<file path="config.mk">
export PLATFORM = sky130hd
export DESIGN_NAME = pwm_p2_timer
export DESIGN_NICKNAME = d
export VERILOG_FILES = /design/src/rtl/pwm_p2_pkg.sv /design/src/rtl/pwm_p2_regs.sv /design/src/rtl/pwm_p2_prescaler.sv /design/src/rtl/pwm_p2_counter.sv /design/src/rtl/pwm_p2_timer.sv
export SDC_FILE = /design/constraint.sdc
export NUM_CORES = 1
export LEC_CHECK = 0
export ABC_AREA = 1
export BUFFER_PORTS_ARGS = -buffer_cell sky130_fd_sc_hd__buf_2
export CAP_MARGIN = 20
export CORE_MARGIN = 2
export CORE_UTILIZATION = 45
export CTS_CLUSTER_DIAMETER = 150
export DETAILED_ROUTE_END_ITERATION = 10
export GPL_ROUTABILITY_DRIVEN = 0
export PLACE_DENSITY = 0.68
export RECOVER_POWER = 50
export SETUP_SLACK_MARGIN = 0.15
export SLEW_MARGIN = 5
export SYNTH_ARGS = -nofsm -noshare
export SYNTH_HDL_FRONTEND = slang
export SYNTH_SLANG_ARGS = --single-unit
</file>
<file path="constraint.sdc">
create_clock -name clk -period 1.75 [get_ports clk]
set_input_delay 0.35 -clock clk [delete_from_list [all_inputs] [get_ports clk]]
set_output_delay 0.35 -clock clk [all_outputs]
set_load 0.02 [all_outputs]
</file>
<file path="src/rtl/pwm_p2_pkg.sv">
// Package: shared widths and the active-configuration type of the PWM timer.
// Assumes a 32-bit register word and a 10-bit counter.
package pwm_p2_pkg;
    localparam int unsigned CNT_W  = 10;
    localparam int unsigned EXP_W  = 5;
    localparam int unsigned WORD_W = 32;

    // Bit positions of the control word
    localparam int unsigned C_EN    = 0;
    localparam int unsigned C_SPARE = 4;
    localparam int unsigned C_STAGE = 11;
    localparam int unsigned C_ELSB  = 15;
    localparam int unsigned C_EHI   = 16;
    // Bit position of the period in the count word
    localparam int unsigned N_PER   = 16;

    typedef struct packed {
        logic [CNT_W-1:0] period;
        logic [CNT_W-1:0] phase;
        logic [EXP_W-1:0] dexp;
    } pwm_cfg_t;
endpackage

</file>
<file path="src/rtl/pwm_p2_regs.sv">
// Register file: holds the programmed control and count words.
// It also presents their next-cycle values so that the commit logic can load
// a new setting in the same cycle it is written. Assumes word-aligned accesses.
module pwm_p2_regs
    import pwm_p2_pkg::*;
#(
    parameter int unsigned ADDR_W = 4
) (
    input  logic              clk,
    input  logic              rst_n,
    input  logic              reg_valid,
    input  logic              reg_write,
    input  logic [ADDR_W-1:0] reg_addr,
    input  logic [WORD_W-1:0] reg_wdata,
    output logic [WORD_W-1:0] reg_rdata,
    output logic              en_q,
    output logic              sync_q,
    output logic              sync_nx,
    output pwm_cfg_t          prog_nx
);
    localparam int unsigned IDX_W = ADDR_W - 2;

    logic [IDX_W-1:0] idx;
    logic             wr_ctrl, wr_cnt;
    logic             spare_q, elsb_q;
    logic [3:0]       ehi_q;
    logic [CNT_W-1:0] per_q, ph_q;
    logic             en_nx, spare_nx, elsb_nx;
    logic [3:0]       ehi_nx;
    logic [CNT_W-1:0] per_nx, ph_nx;

    assign idx     = reg_addr[ADDR_W-1:2];
    assign wr_ctrl = reg_valid && reg_write && (idx == IDX_W'(0));
    assign wr_cnt  = reg_valid && reg_write && (idx == IDX_W'(1));

    // Next values of every programmed field
    always_comb begin
        en_nx    = wr_ctrl ? reg_wdata[C_EN]          : en_q;
        spare_nx = wr_ctrl ? reg_wdata[C_SPARE]       : spare_q;
        sync_nx  = wr_ctrl ? reg_wdata[C_STAGE]       : sync_q;
        elsb_nx  = wr_ctrl ? reg_wdata[C_ELSB]        : elsb_q;
        ehi_nx   = wr_ctrl ? reg_wdata[C_EHI +: 4]    : ehi_q;
        per_nx   = wr_cnt  ? reg_wdata[N_PER +: CNT_W] : per_q;
        ph_nx    = wr_cnt  ? reg_wdata[0 +: CNT_W]     : ph_q;
    end

    assign prog_nx = '{period: per_nx, phase: ph_nx, dexp: {ehi_nx, elsb_nx}};

    // Programmed register storage
    always_ff @(posedge clk) begin
        if (!rst_n) begin
            en_q <= 1'b0; spare_q <= 1'b0; sync_q <= 1'b0;
            elsb_q <= 1'b0; ehi_q <= '0; per_q <= '0; ph_q <= '0;
        end else begin
            en_q <= en_nx; spare_q <= spare_nx; sync_q <= sync_nx;
            elsb_q <= elsb_nx; ehi_q <= ehi_nx; per_q <= per_nx; ph_q <= ph_nx;
        end
    end

    // Read multiplexer; unused bits and offsets return zero
    always_comb begin
        reg_rdata = '0;
        if (idx == IDX_W'(0)) begin
            reg_rdata[C_EN]       = en_q;
            reg_rdata[C_SPARE]    = spare_q;
            reg_rdata[C_STAGE]    = sync_q;
            reg_rdata[C_ELSB]     = elsb_q;
            reg_rdata[C_EHI +: 4] = ehi_q;
        end else if (idx == IDX_W'(1)) begin
            reg_rdata[N_PER +: CNT_W] = per_q;
            reg_rdata[0 +: CNT_W]     = ph_q;
        end
    end
endmodule

</file>
<file path="src/rtl/pwm_p2_prescaler.sv">
// Prescaler: emits a one-cycle tick every 2^d clock cycles while running.
// The exponent is limited to MAX_EXP. It restarts from zero whenever run is low.
module pwm_p2_prescaler
    import pwm_p2_pkg::*;
#(
    parameter int unsigned MAX_EXP = 24
) (
    input  logic             clk,
    input  logic             rst_n,
    input  logic             run,
    input  logic [EXP_W-1:0] dexp,
    output logic             tick
);
    logic [EXP_W-1:0]   d_eff;
    logic [MAX_EXP-1:0] mask, pre_q;

    // Clamp the exponent and build the low-bit mask
    always_comb begin
        d_eff = (dexp > EXP_W'(MAX_EXP)) ? EXP_W'(MAX_EXP) : dexp;
        for (int i = 0; i < int'(MAX_EXP); i++)
            mask[i] = (i < int'(d_eff));
    end

    assign tick = run && ((pre_q & mask) == mask);

    // Cycle counter within one tick
    always_ff @(posedge clk) begin
        if (!rst_n || !run || tick) pre_q <= '0;
        else                        pre_q <= pre_q + 1'b1;
    end
endmodule

</file>
<file path="src/rtl/pwm_p2_counter.sv">
// Period counter and phase comparator: counts ticks from 0 to period-1 and
// drives the output high while the count is below the phase.
// Assumes the period does not change mid-period while running.
module pwm_p2_counter
    import pwm_p2_pkg::*;
(
    input  logic             clk,
    input  logic             rst_n,
    input  logic             run,
    input  logic             tick,
    input  logic [CNT_W-1:0] period,
    input  logic [CNT_W-1:0] phase,
    output logic [CNT_W-1:0] cnt_q,
    output logic             boundary,
    output logic             wave
);
    assign boundary = tick && (cnt_q == period - CNT_W'(1));
    assign wave     = run && (cnt_q < phase);

    // Tick counter, wrapping at the period
    always_ff @(posedge clk) begin
        if (!rst_n || !run) cnt_q <= '0;
        else if (boundary)  cnt_q <= '0;
        else if (tick)      cnt_q <= cnt_q + 1'b1;
    end
endmodule

</file>
<file path="src/rtl/pwm_p2_timer.sv">
// Top: single-channel PWM timer with a power-of-two prescaler and staged,
// all-at-once settings commit. Assumes word-aligned 32-bit register accesses.
module pwm_p2_timer
    import pwm_p2_pkg::*;
#(
    parameter int unsigned ADDR_W  = 4,
    parameter int unsigned MAX_EXP = 24
) (
    input  logic              clk,
    input  logic              rst_n,
    input  logic              reg_valid,
    input  logic              reg_write,
    input  logic [ADDR_W-1:0] reg_addr,
    input  logic [31:0]       reg_wdata,
    output logic [31:0]       reg_rdata,
    output logic              pwm_out
);
    logic             en_q, sync_q, sync_nx, run, tick, boundary;
    pwm_cfg_t         prog_nx, cfg_a;
    logic [CNT_W-1:0] cnt_q, per_a, ph_a;
    logic [EXP_W-1:0] d_a;

    pwm_p2_regs #(.ADDR_W(ADDR_W)) regs_i (
        .clk(clk), .rst_n(rst_n), .reg_valid(reg_valid), .reg_write(reg_write),
        .reg_addr(reg_addr), .reg_wdata(reg_wdata), .reg_rdata(reg_rdata),
        .en_q(en_q), .sync_q(sync_q), .sync_nx(sync_nx), .prog_nx(prog_nx)
    );

    assign per_a = cfg_a.period;
    assign ph_a  = cfg_a.phase;
    assign d_a   = cfg_a.dexp;
    assign run   = en_q && (per_a != '0) && (ph_a != '0);

    // Active settings: loaded when not staged and stopped or at a boundary
    always_ff @(posedge clk) begin
        if (!rst_n)                             cfg_a <= '0;
        else if (!sync_nx && (!run || boundary)) cfg_a <= prog_nx;
    end

    pwm_p2_prescaler #(.MAX_EXP(MAX_EXP)) pre_i (
        .clk(clk), .rst_n(rst_n), .run(run), .dexp(d_a), .tick(tick)
    );

    pwm_p2_counter cnt_i (
        .clk(clk), .rst_n(rst_n), .run(run), .tick(tick), .period(per_a),
        .phase(ph_a), .cnt_q(cnt_q), .boundary(boundary), .wave(pwm_out)
    );
endmodule

</file>
==> results.md, run 1 <==
- Critical-path maximum fanout: 6
- Layout fillers: roughly 840
- Diode count: 0
- Max_cap viols: 0
- FF+latch count, synth: just under 90
- Critical setup path kind: flop to flop
- Nets: 929
- GRT Total Usage: about 25%
- Post-CTS Hold Buffers: 0
- WL/cell: ~14 um
- Die Y: between 100 and 150 um
- Reg2Reg Setup Slack: -580 ps
- Num Clock Sinks: 87
- CP Data Required Time: roughly 2000 ps
- PD cells: between 600 and 700 mW/mm^2
- Worst Path Arrival: approximately 2600 ps
- Synth Area in XOR/XNOR: between 4 and 5%
- First-pass GRT wire length: ~23000 um
- DR vias/cell: around 5.2
- Clock buffer depth: 2
- Post-synth top area cell: dfxtp_1
- Num ports: 73
- Reg clk slew, reported paths: roughly 100 ps
- Max Fclk: about 430 MHz
- HPWL after DPL: approximately 9000 um
- Antenna-violating nets left: 0
- Area fraction in and, or, nand and nor cells after synthesis: about a third
- Reg2Reg Depth: 17
- Post-synth EDFFs: 0
- TritonCTS clock tree: yes
- Post-synthesis compound-gate area fraction: a little under an eighth
- Clock skew: about 12 ps
- Leakage: 3.30 nW
- Synth cell types: 44
- Starting density of the core: between 40% and 50%
- Final setup fails: 60
- Crit end category: flop
- Die area: between 0.01 and 0.015 mm^2
- Reg-to-reg endpoint: per_a[2]
- DRC violations left: 0
- Via count: approximately 5300
- GRT overflow: 0
- Multi-input logic area: between 0.003 and 0.004 mm^2
- Post-synthesis sequential area ratio: 35.9%
- Worst min path class: input port to flop
- Final-report max-slew violation count: 0
- Worst Setup EP: per_a[2]
- Port Buffers: 50
- Layout cells sized above 1: between 30% and 40%
- Main combinational cell family by area after synthesis: simple AND/OR/NAND/NOR gates
- Violated checks: setup timing
- Worst slew pin tran: 584 ps
- Mapped Area: roughly 0.0049 mm^2
- Area Overhead vs Synth: 43.6%
- DRT iter0 DRCs: 273
- Most used DFF post-synth: dfxtp_1
- Yosys warns: 0
- WHS: about 230 ps
- Largest net degree at the start of global routing: 39
- Post-route cell area: ~0.0070 mm^2
- Vias in the first global route: 4986
- Peak VDD IR: roughly 0.00052 V
- Syn_area_per_cell: roughly 6.6 um^2
- Fin crit share: 133%
- H-Tree Depth: 3
- Final setup TNS: -27410 ps
- Final WL: between 10000 and 15000 um
- Post-synth ARST share: 0%
- Reg-to-reg critical path startpoint: per_a[1]
- CORE AREA: about 0.010 mm^2
- Detailed Routing Iterations Pass 1: 5
- Crit path time final: 2330 ps
- Row count: 37
- Setup crit start kind: flop
- Gate count of the mapped netlist: 732
- Final Non-Filler Cells: around 1000
- Cts bufs inserted: 9
- Chip width: 108 um
- Initial antenna violation count: 0
- Mux share of post-synthesis cell area: 0%
- Clock latency on the worst-skew pair: 370 ps
- Final worst slack: -580 ps
- Outcome: finished with violations
- Synth area leaders: dfxtp_1 (36%), nand2_1 (11%), nor2_1 (11%), inv_1 (5.9%), nand3_1 (5.5%)
- Post-synthesis adder-cell area fraction: approximately 3%
- RSZ-0062 raised after global routing: yes
- Worst setup path start: per_a[1]
- Yosys top cell area share: ~36%
- Seq. cell area: 0.00177 mm^2
- Slew margin rel.: between 60% and 70%
- CTS Root Cell: clkbuf_8
- Placed cell count: slightly below 1000
- Final hold violations: 0
- Placement Cell Area: 0.00582 mm^2
-- worst min-delay path by stage --
stage                    startpoint         endpoint  slack (ps)  cells past startpoint
detailed placement  pre_i.pre_q[23]  pre_i.pre_q[23]         450                      2
global placement    pre_i.pre_q[23]  pre_i.pre_q[23]         440                      2
global route           reg_wdata[4]   regs_i.spare_q         240                      3
CTS                    reg_wdata[4]   regs_i.spare_q         210                      3
finish                 reg_wdata[4]   regs_i.spare_q         230                      3
floorplan           pre_i.pre_q[23]  pre_i.pre_q[23]         430                      2
-- placed cells by master, fill, tap and decap left out, types with 4 or more instances in the layout --
cell,n
a21oi_2,34
conb_1,10
nor2_2,15
xor2_1,15
clkbuf_1,4
nor2_4,5
buf_16,10
o21ai_0,35
dfxtp_1,69
nor3_1,7
nor3_2,8
ha_1,8
inv_1,70
inv_2,9
o22ai_1,4
nand2_1,139
clkbuf_8,10
nand3_2,25
buf_12,6
buf_2,47
a21oi_1,17
nor2_1,125
nand2_2,5
buf_4,82
buf_6,13
dfxtp_2,15
nand4_1,13
nand3_1,27
ha_4,4
-- sequential cells by signal (all words and copies together), names as in the netlist --
register and flops:
regs_i.ph_q 10, d_a 5, regs_i.spare_q 1, cnt_i.cnt_q 10
ph_a 10, regs_i.per_q 10, regs_i.sync_q 1, pre_i.pre_q 24
regs_i.ehi_q 4, regs_i.elsb_q 1, regs_i.en_q 1, per_a 10
-- metal layers --
metal	GRT usage [%]	part of all wire [%]	vias up
li1	-	-	2631
met1	32.1	44	2448
met2	42.6	49	181
met3	4.36	5.9	21
met4	7.23	1.7	0
met5	0	0	-
-- logic make-up after synthesis --
logic type / Yosys count
buffers and inverters: 122
adders and majority gates: 12
and+or+nand+nor: 384
xor gates and xnor gates: 20
other: 1
AOI/OAI and AO/OA: 106
DFF: 87
-- synth_stat cells, types with 2 or more instances --
master    instances
xor2_1           15
clkbuf_1         18
nor3_1           15
a21oi_1          51
inv_1            76
nand4_1          13
nor4_1            2
a21boi_0          2
nand2_1         143
xnor2_1           3
inv_2             5
o21ai_1           5
dfxtp_1          87
o22ai_1           5
o21ai_0          36
nor2_1          140
o211ai_1          2
ha_1             12
nor2_2            4
buf_2             4
nand3b_1          3
nand3_1          53
xnor3_1           2
buf_6             7
buf_4            10
-- cell type report --
| class | instances | area share, % |
|---|---|---|
| Clock buffer | 10 | 1.97 |
| Clock inverter | 6 | 0.951 |
| Inverter | 83 | 4.68 |
| Multi-Input combinational cell | 532 | 44.1 |
| Sequential cell | 87 | 25.4 |
| Tap cell | 136 | 2.44 |
| Timing Repair Buffer | 164 | 20.5 |
-- metrics by stage --
step	worst slack [ps]	utilization, %	total power [mW]
after global routing	-724	66.9	4.95
after floorplan	-15.0	-	2.73
after global placement	-299	55.9	2.98
after CTS	-488	65.7	4.65
final	-580	66.9	4.73
after detailed placement	-339	55.9	3.00
-- where the power goes --
part           internal [mW]  switching (mW)
clock network          0.707           0.781
logic                  0.524           0.601
registers               2.05          0.0642
-- worst max-delay path, cell delays in order, from the launching register on --
cell and delay [ps]:
dfxtp_4 380, inv_2 50, ha_4 170, nand3b_1 110, nor2_2 50, buf_4 130, buf_6 100, xnor3_1 210
nand3_2 80, nor2_2 150, nand2_2 90, nand2_4 120, buf_4 140, buf_12 100, buf_16 100, nand3_1 80
nand2_1 100, nor2_1 50
-- repair_timing --
action	4_1_cts	5_1_grt
gates resized for setup	115	29
setup buffers	17	7
pin swaps	23	11
cloned	10	0
endpoints found under the setup margin	60	78
Note: power is estimated with default switching activity, not from simulation.
==> inputs of run 2 (changes only) <==
--- a/config.mk
+++ b/config.mk
@@ -6,14 +6,14 @@
 export NUM_CORES = 1
 export LEC_CHECK = 0
 export ABC_AREA = 1
-export BUFFER_PORTS_ARGS = -buffer_cell sky130_fd_sc_hd__buf_2
 export CAP_MARGIN = 20
 export CORE_MARGIN = 2
 export CORE_UTILIZATION = 45
 export CTS_CLUSTER_DIAMETER = 150
 export DETAILED_ROUTE_END_ITERATION = 10
+export DONT_BUFFER_PORTS = 1
 export GPL_ROUTABILITY_DRIVEN = 0
-export PLACE_DENSITY = 0.68
+export PLACE_DENSITY = 0.61
 export RECOVER_POWER = 50
 export SETUP_SLACK_MARGIN = 0.15
 export SLEW_MARGIN = 5
==> run 2 against run 1 <==
  * The run still ends with setup timing left
  * Design area rose by 0.86%
  * Critical endpoint is now pwm_out
  * Largest cell class unchanged
  * Clock skew rose by 4.7 ps
  * Clock power fell by 4%
==> results.md, run 2 (synthesis results as in run 1) <==
- Clock share of power: 30.8% (was 31.5%)
- Layout cells sized above 1: 36.8% (was 35.7%)
- Worst min path class: input port to flop (unchanged)
- Largest register by flop count: pre_i.pre_q (unchanged)
- Final hold violations: 0 (unchanged)
- GRT overflow: 0 (unchanged)
- Final Non-Filler Cells: 992 (was 1018)
- Nets: 903 (was 929)
- Peak VDD IR: 0.000431 V (was 0.000525 V)
- RSZ-0062 raised after global routing: yes (unchanged)
- Fin crit share: 126% (was 133%)
- Via count: 5199 (was 5281)
- Final-report max-slew violation count: 0 (unchanged)
- Placed cell count: 934 (was 968)
- Crit path time final: 2200 ps (was 2330 ps)
- WL/cell: 14.7 um (was 13.9 um)
- Diode count: 0 (unchanged)
- Setup crit start kind: flop (unchanged)
- Met3 GRT Util: 5.02% (was 4.36%)
- Sequential group share of total power: 45.7% (was 44.7%)
- Critical-path maximum fanout: 2 (was 6)
- CTS Root Cell: clkbuf_8 (unchanged)
- Met2 track demand over resource: 43.6% (was 42.6%)
- Area Overhead vs Synth: 44.8% (was 43.6%)
- Most common cell after layout, fill and taps aside: nand2_1 (unchanged)
- Clock buffer depth: 2 (unchanged)
- HPWL after DPL: 9070 um (was 9050 um)
- Port Buffers: 0 (was 50)
- Clock skew: 16.9 ps (was 12.2 ps)
- Cell internal pwr: 3.20 mW (was 3.28 mW)
- H-Tree Depth: 3 (unchanged)
- Num Clock Sinks: 87 (unchanged)
- Antenna-violating nets left: 0 (unchanged)
- Max_cap viols: 0 (unchanged)
- PD cells: 658 mW/mm^2 (was 678 mW/mm^2)
- Die Y: 108 um (unchanged)
- Num ports: 73 (unchanged)
- Worst Path Arrival: 1850 ps (was 2600 ps)
- Gate power share: 23.4% (was 23.8%)
- Violated checks: setup timing (unchanged)
- GRT Total Usage: 25.6% (was 24.9%)
- Crit-path max cell delay: 370 ps (was 380 ps)
- Final worst slack: -453 ps (was -580 ps)
- CP Data Required Time: 1400 ps (was 2020 ps)
- Slowest stage cell, crit path: dfxtp_4 (unchanged)
- WHS: 76.0 ps (was 228 ps)
- Crit end category: output pin (was flop)
- Most frequent cells in the layout: nand2_1 (129), nor2_1 (114), buf_4 (104) (was nand2_1 (139), nor2_1 (125), buf_4 (82))
- CORE AREA: 0.0104 mm^2 (unchanged)
- Outcome: finished with violations (unchanged)
- Final setup fails: 62 (was 60)
- Starting density of the core: 46.6% (unchanged)
- Detailed Routing Iterations Pass 1: 5 (unchanged)
- Reg clk slew, reported paths: 100 ps (about the same)
- Slew margin rel.: 51.8% (was 60.7%)
- Vias in the first global route: 5094 (was 4986)
- GRT met1 Usage: 32.3% (was 32.1%)
- Global route hottest layer: met2 (unchanged)
- Net Sw Frac: 30.8% (was 30.6%)
- DR vias/cell: 5.24 (was 5.19)
- Worst slew pin tran: 719 ps (was 584 ps)
- Final WL: 14600 um (was 14200 um)
- Max Fclk: 454 MHz (was 429 MHz)
- P_sw: 1.43 mW (was 1.45 mW)
- Die area: 0.0116 mm^2 (unchanged)
- First-pass GRT wire length: 23700 um (was 23300 um)
- TritonCTS clock tree: yes (unchanged)
- Leakage: 3.18 nW (was 3.30 nW)
- DRT iter0 DRCs: 218 (was 273)
- Max FFs per register: 24 (unchanged)
- Cells along the critical path: ha_4 > a21boi_1 > o211ai_1 > o2111ai_2 > nor3_4 > buf_6 (was inv_2 > ha_4 > nand3b_1 > nor2_2 > buf_4 > buf_6 > xnor3_1 > nand3_2 > nor2_2 > nand2_2 > nand2_4 > buf_4 > buf_12 > buf_16 > nand3_1 > nand2_1 > nor2_1)
- Chip width: 108 um (unchanged)
- Initial antenna violation count: 0 (unchanged)
- Critical setup path kind: flop to output pin (was flop to flop)
- DRC violations left: 0 (unchanged)
- Largest net degree at the start of global routing: 41 (was 39)
- Layout fillers: 831 (was 835)
- Row count: 37 (unchanged)
- Cts bufs inserted: 9 (unchanged)
- Clock latency on the worst-skew pair: 380 ps (was 370 ps)
-- run 2: layout make-up --
type	count	area (um^2)	share of cell area [%]
multi-input cells	532	3200	45.5
flip-flops and latches	87	1790	25.5
repair buffers	137	1340	19.1
inverters	83	330	4.70
well taps	136	170	2.42
clock buffers	11	131	1.87
clock inverters	5	58.8	0.836
repair inverters	1	7.51	0.107
-- run 2: worst paths after layout --
kind / cells past startpoint / endpoint / from / slack, ps
setup / recovery: 6 / pwm_out / cnt_i.cnt_q[1] / -450
hold / removal: 2 / ph_a[8] / rst_n / 80
setup reg to reg: 16 / ph_a[7] / per_a[1] / -390
hold reg to reg: 2 / pre_i.pre_q[23] / pre_i.pre_q[23] / 460
-- run 2: through the flow --
step | power, mW | setup WS [ps] | TNS [ps] | utilization [%] | area, um^2
finish | 4.63 | -453 | -16640 | 67.5 | 7030
global route | 4.83 | -561 | -24310 | 67.5 | 7030
CTS | 4.54 | -448 | -14190 | 65.5 | 6830
detailed placement | 2.94 | -298 | -14150 | 54.8 | 5710
global placement | 2.92 | -293 | -13740 | 54.8 | 5710
floorplan | 2.73 | -15.0 | -323 | - | 4980
-- run 2: timing repair --
item / in CTS / in global routing
hold buffers: 0 / 0
cloned: 10 / 0
setup buffers: 25 / 7
gates resized for setup: 131 / 48
setup endpoints to repair: 65 / 79
pin swaps: 43 / 16
-- run 2: power groups by stage --
stage               registers (mW)  logic [mW]  clock network (mW)
finish                        2.12        1.09                1.43
global placement              2.15       0.778                   0
global route                  2.13        1.19                1.51
CTS                           2.11       0.995                1.44
floorplan                     2.13       0.600                   0
detailed placement            2.15       0.793                   0
-- run 2: worst max-delay path, delay by kind of cell, from the launching register on --
| family | cells | cell delay [ps] |
|---|---|---|
| flip-flops | 1 | 370 |
| AO/OA/AOI/OAI | 3 | 530 |
| adder cells (fa/ha/maj) | 1 | 220 |
| buffers and inverters | 1 | 150 |
| AND/OR/NAND/NOR | 1 | 200 |
-- run 2: per-layer routing --
layer,vias to the layer above,share of wire [%]
met5,-,0
met4,0,1.7
met3,23,5.5
met2,158,50
met1,2454,43
li1,2564,-
==> inputs of run 3 (changes only) <==
--- a/config.mk
+++ b/config.mk
@@ -6,17 +6,16 @@
 export NUM_CORES = 1
 export LEC_CHECK = 0
 export ABC_AREA = 1
+export BUFFER_PORTS_ARGS = -buffer_cell sky130_fd_sc_hd__buf_2
 export CAP_MARGIN = 20
 export CORE_MARGIN = 2
 export CORE_UTILIZATION = 45
 export CTS_CLUSTER_DIAMETER = 150
 export DETAILED_ROUTE_END_ITERATION = 10
-export DONT_BUFFER_PORTS = 1
 export GPL_ROUTABILITY_DRIVEN = 0
-export PLACE_DENSITY = 0.61
-export RECOVER_POWER = 50
+export PLACE_DENSITY = 0.67
 export SETUP_SLACK_MARGIN = 0.15
-export SLEW_MARGIN = 5
+export SLEW_MARGIN = 20
 export SYNTH_ARGS = -nofsm -noshare
 export SYNTH_HDL_FRONTEND = slang
 export SYNTH_SLANG_ARGS = --single-unit
==> run 3 against run 2 <==
  * Via count is 0.58% higher
  * Sequential share of layout area is 0.40 points lower
  * Die area stayed put
  * The flow still finishes with violations (setup timing)
  * Fmax is 1.2% lower
  * Worst hold slack better by 160 ps
  * Critical path depth is 1 higher
  * Highest routed layer unchanged
==> results.md, run 3 (synthesis results as in run 1) <==
- Chip width: 108 um (unchanged)
- Crit end category: output pin (unchanged)
- Worst Path Arrival: 1880 ps (was 1850 ps)
- Final-report max-slew violation count: 0 (unchanged)
- CP Data Required Time: 1400 ps (about the same)
- P_sw: 1.41 mW (was 1.43 mW)
- GRT overflow: 0 (unchanged)
- Most frequent cells in the layout: nand2_1 (125), nor2_1 (116), buf_4 (80) (was nand2_1 (129), nor2_1 (114), buf_4 (104))
- Final worst slack: -480 ps (was -453 ps)
- Sequential group share of total power: 46.1% (was 45.7%)
- Area Overhead vs Synth: 45.6% (was 44.8%)
- Clock share of power: 31.3% (was 30.8%)
- Layout fillers: 822 (was 831)
- Max FFs per register: 24 (unchanged)
- Worst Path Buf+Inv: 2 (was 1)
- DR WL met2: 6900 um (was 7250 um)
- Cells along the critical path: inv_2 > ha_4 > a21boi_2 > o211ai_1 > o2111ai_1 > nor3_2 > buf_4 (was ha_4 > a21boi_1 > o211ai_1 > o2111ai_2 > nor3_4 > buf_6)
- Post-place setup slack: -355 ps (was -298 ps)
- Final Power: 4.60 mW (was 4.63 mW)
- Cell internal pwr: 3.19 mW (was 3.20 mW)
- Placement Cell Area: 0.00588 mm^2 (was 0.00571 mm^2)
- Crit-path max cell delay: 360 ps (was 370 ps)
- Final WL: 14000 um (was 14600 um)
- Critical-path maximum fanout: 2 (unchanged)
- Worst min path class: input port to flop (unchanged)
- Slowest stage cell, crit path: dfxtp_2 (was dfxtp_4)
- Gate power share: 22.6% (was 23.4%)
- Largest register by flop count: pre_i.pre_q (unchanged)
- Multi-input logic area: 0.00315 mm^2 (was 0.00320 mm^2)
- Via count: 5229 (was 5199)
- DR vias/cell: 5.17 (was 5.24)
- Num Clock Sinks: 87 (unchanged)
- Critical setup path kind: flop to output pin (unchanged)
- Detailed Routing Iterations Pass 1: 5 (unchanged)
- Post-route cell area: 0.00707 mm^2 (was 0.00703 mm^2)
- Vias in the first global route: 4907 (was 5094)
- Most common cell after layout, fill and taps aside: nand2_1 (unchanged)
- Diode count: 0 (unchanged)
- DRT iter0 DRCs: 233 (was 218)
- WL/cell: 13.9 um (was 14.7 um)
- Starting density of the core: 46.6% (unchanged)
- RSZ-0062 raised after global routing: yes (unchanged)
- Metal3 WL: 784 um (was 800 um)
- Largest net degree at the start of global routing: 41 (unchanged)
- Die Y: 108 um (unchanged)
- Clock latency on the worst-skew pair: 370 ps (was 380 ps)
- Antenna-violating nets left: 0 (unchanged)
- Nets: 923 (was 903)
- Leakage: 3.31 nW (was 3.18 nW)
- Row count: 37 (unchanged)
- Port Buffers: 50 (was 0)
- Setup crit start kind: flop (unchanged)
- Crit path max-delay family: compound AO/OA/AOI/OAI gates (unchanged)
- Final setup fails: 60 (was 62)
- Clock skew: 14.8 ps (was 16.9 ps)
- Outcome: finished with violations (unchanged)
- DRT met1 WL: 6050 um (was 6340 um)
- Top Metal Used: met4 (unchanged)
- HPWL after DPL: 9090 um (was 9070 um)
- Final design utilization: 67.9% (was 67.5%)
- Final setup TNS: -24070 ps (was -16640 ps)
- CORE AREA: 0.0104 mm^2 (unchanged)
- Clock buffer depth: 2 (unchanged)
- Peak VDD IR: 0.000513 V (was 0.000431 V)
- GRT Total Usage: 23.8% (was 25.6%)
- Num ports: 73 (unchanged)
- First-pass GRT wire length: 22300 um (was 23700 um)
- Layout cells sized above 1: 37.6% (was 36.8%)
- Max_cap viols: 0 (unchanged)
- Violated checks: setup timing (unchanged)
- Max Fclk: 448 MHz (was 454 MHz)
- TritonCTS clock tree: yes (unchanged)
- Cts bufs inserted: 9 (unchanged)
- DRC violations left: 0 (unchanged)
- CTS Root Cell: clkbuf_8 (unchanged)
- H-Tree Depth: 3 (unchanged)
- Die area: 0.0116 mm^2 (unchanged)
- Fin crit share: 127% (was 126%)
- Final hold violations: 0 (unchanged)
- Net Sw Frac: 30.7% (was 30.8%)
- Initial antenna violation count: 0 (unchanged)
- Reg clk slew, reported paths: 100 ps (about the same)
- Seq. cell area: 0.00177 mm^2 (was 0.00179 mm^2)
- Crit path time final: 2230 ps (was 2200 ps)
- PD cells: 650 mW/mm^2 (was 658 mW/mm^2)
-- run 3: cell count changes in the layout (fill, tap and decap cells not counted), sizes merged --
cell / change
buf: +24
inv: +1
clkinvlp: -3
clkbuf: -5
clkinv: +2
-- run 3: area by class of cell --
class                      instances  area share (%)
tap                              136            2.41
inverter                          83            4.62
clock inverter                     6            1.03
timing repair buffer             158            20.6
clock buffer                       9            1.75
multi-input combinational        532            44.5
sequential                        87            25.1
-- run 3: worst reg2reg max path: stages (launching register included) --
cell and delay [ps]:
dfxtp_4 380, buf_12 140, nor2_4 120, nand2_1 90, nand2_1 80, nand3_1 90, nand2_1 70, nand2_1 60
nor2_2 130, nand3_1 100, nor2_2 150, buf_4 130, buf_6 110, inv_8 40, nand3_4 120, buf_6 130
buf_8 120, nor2_1 40
-- run 3: per-layer routing --
metal  up-vias  global-route usage [%]
met4         0                    6.50
met5         -                       0
met1      2420                    30.3
met3        27                    4.84
met2       169                    40.7
li1       2613                       -
-- run 3: repair_timing --
| item | CTS | global route |
|---|---|---|
| pin swaps | 22 | 31 |
| endpoints found under the setup margin | 60 | 76 |
| setup buffers | 11 | 4 |
| hold buffers | 0 | 0 |
| endpoints found under the hold margin | 0 | 0 |
| resized for setup | 87 | 77 |
| cloned | 10 | 1 |
-- run 3: final timing paths --
kind	cells after the start	to	startpoint	slack [ps]
worst max-delay path	7	pwm_out	ph_a[1]	-480
worst min-delay path	3	regs_i.spare_q	reg_wdata[4]	240
worst min register to register	2	pre_i.pre_q[23]	pre_i.pre_q[23]	460
worst max register to register	17	pre_i.pre_q[17]	d_a[4]	-450
-- run 3: power groups by stage --
stage	sequential [mW]	combinational, mW	clock (mW)
floorplan	2.13	0.600	0
detailed placement	2.15	0.852	0
finish	2.12	1.04	1.44
CTS	2.11	0.978	1.45
global placement	2.14	0.831	0
global route	2.13	1.15	1.55
-- run 3: metrics by stage --
| stage | cells | hold WS (ps) |
|---|---|---|
| 2_1_floorplan | 741 | 425 |
| 3_3_place_gp | 970 | 441 |
| 3_5_place_dp | 970 | 442 |
| 4_1_cts | 1006 | 220 |
| 5_1_grt | 1011 | 257 |
| 6_report | 1011 | 235 |
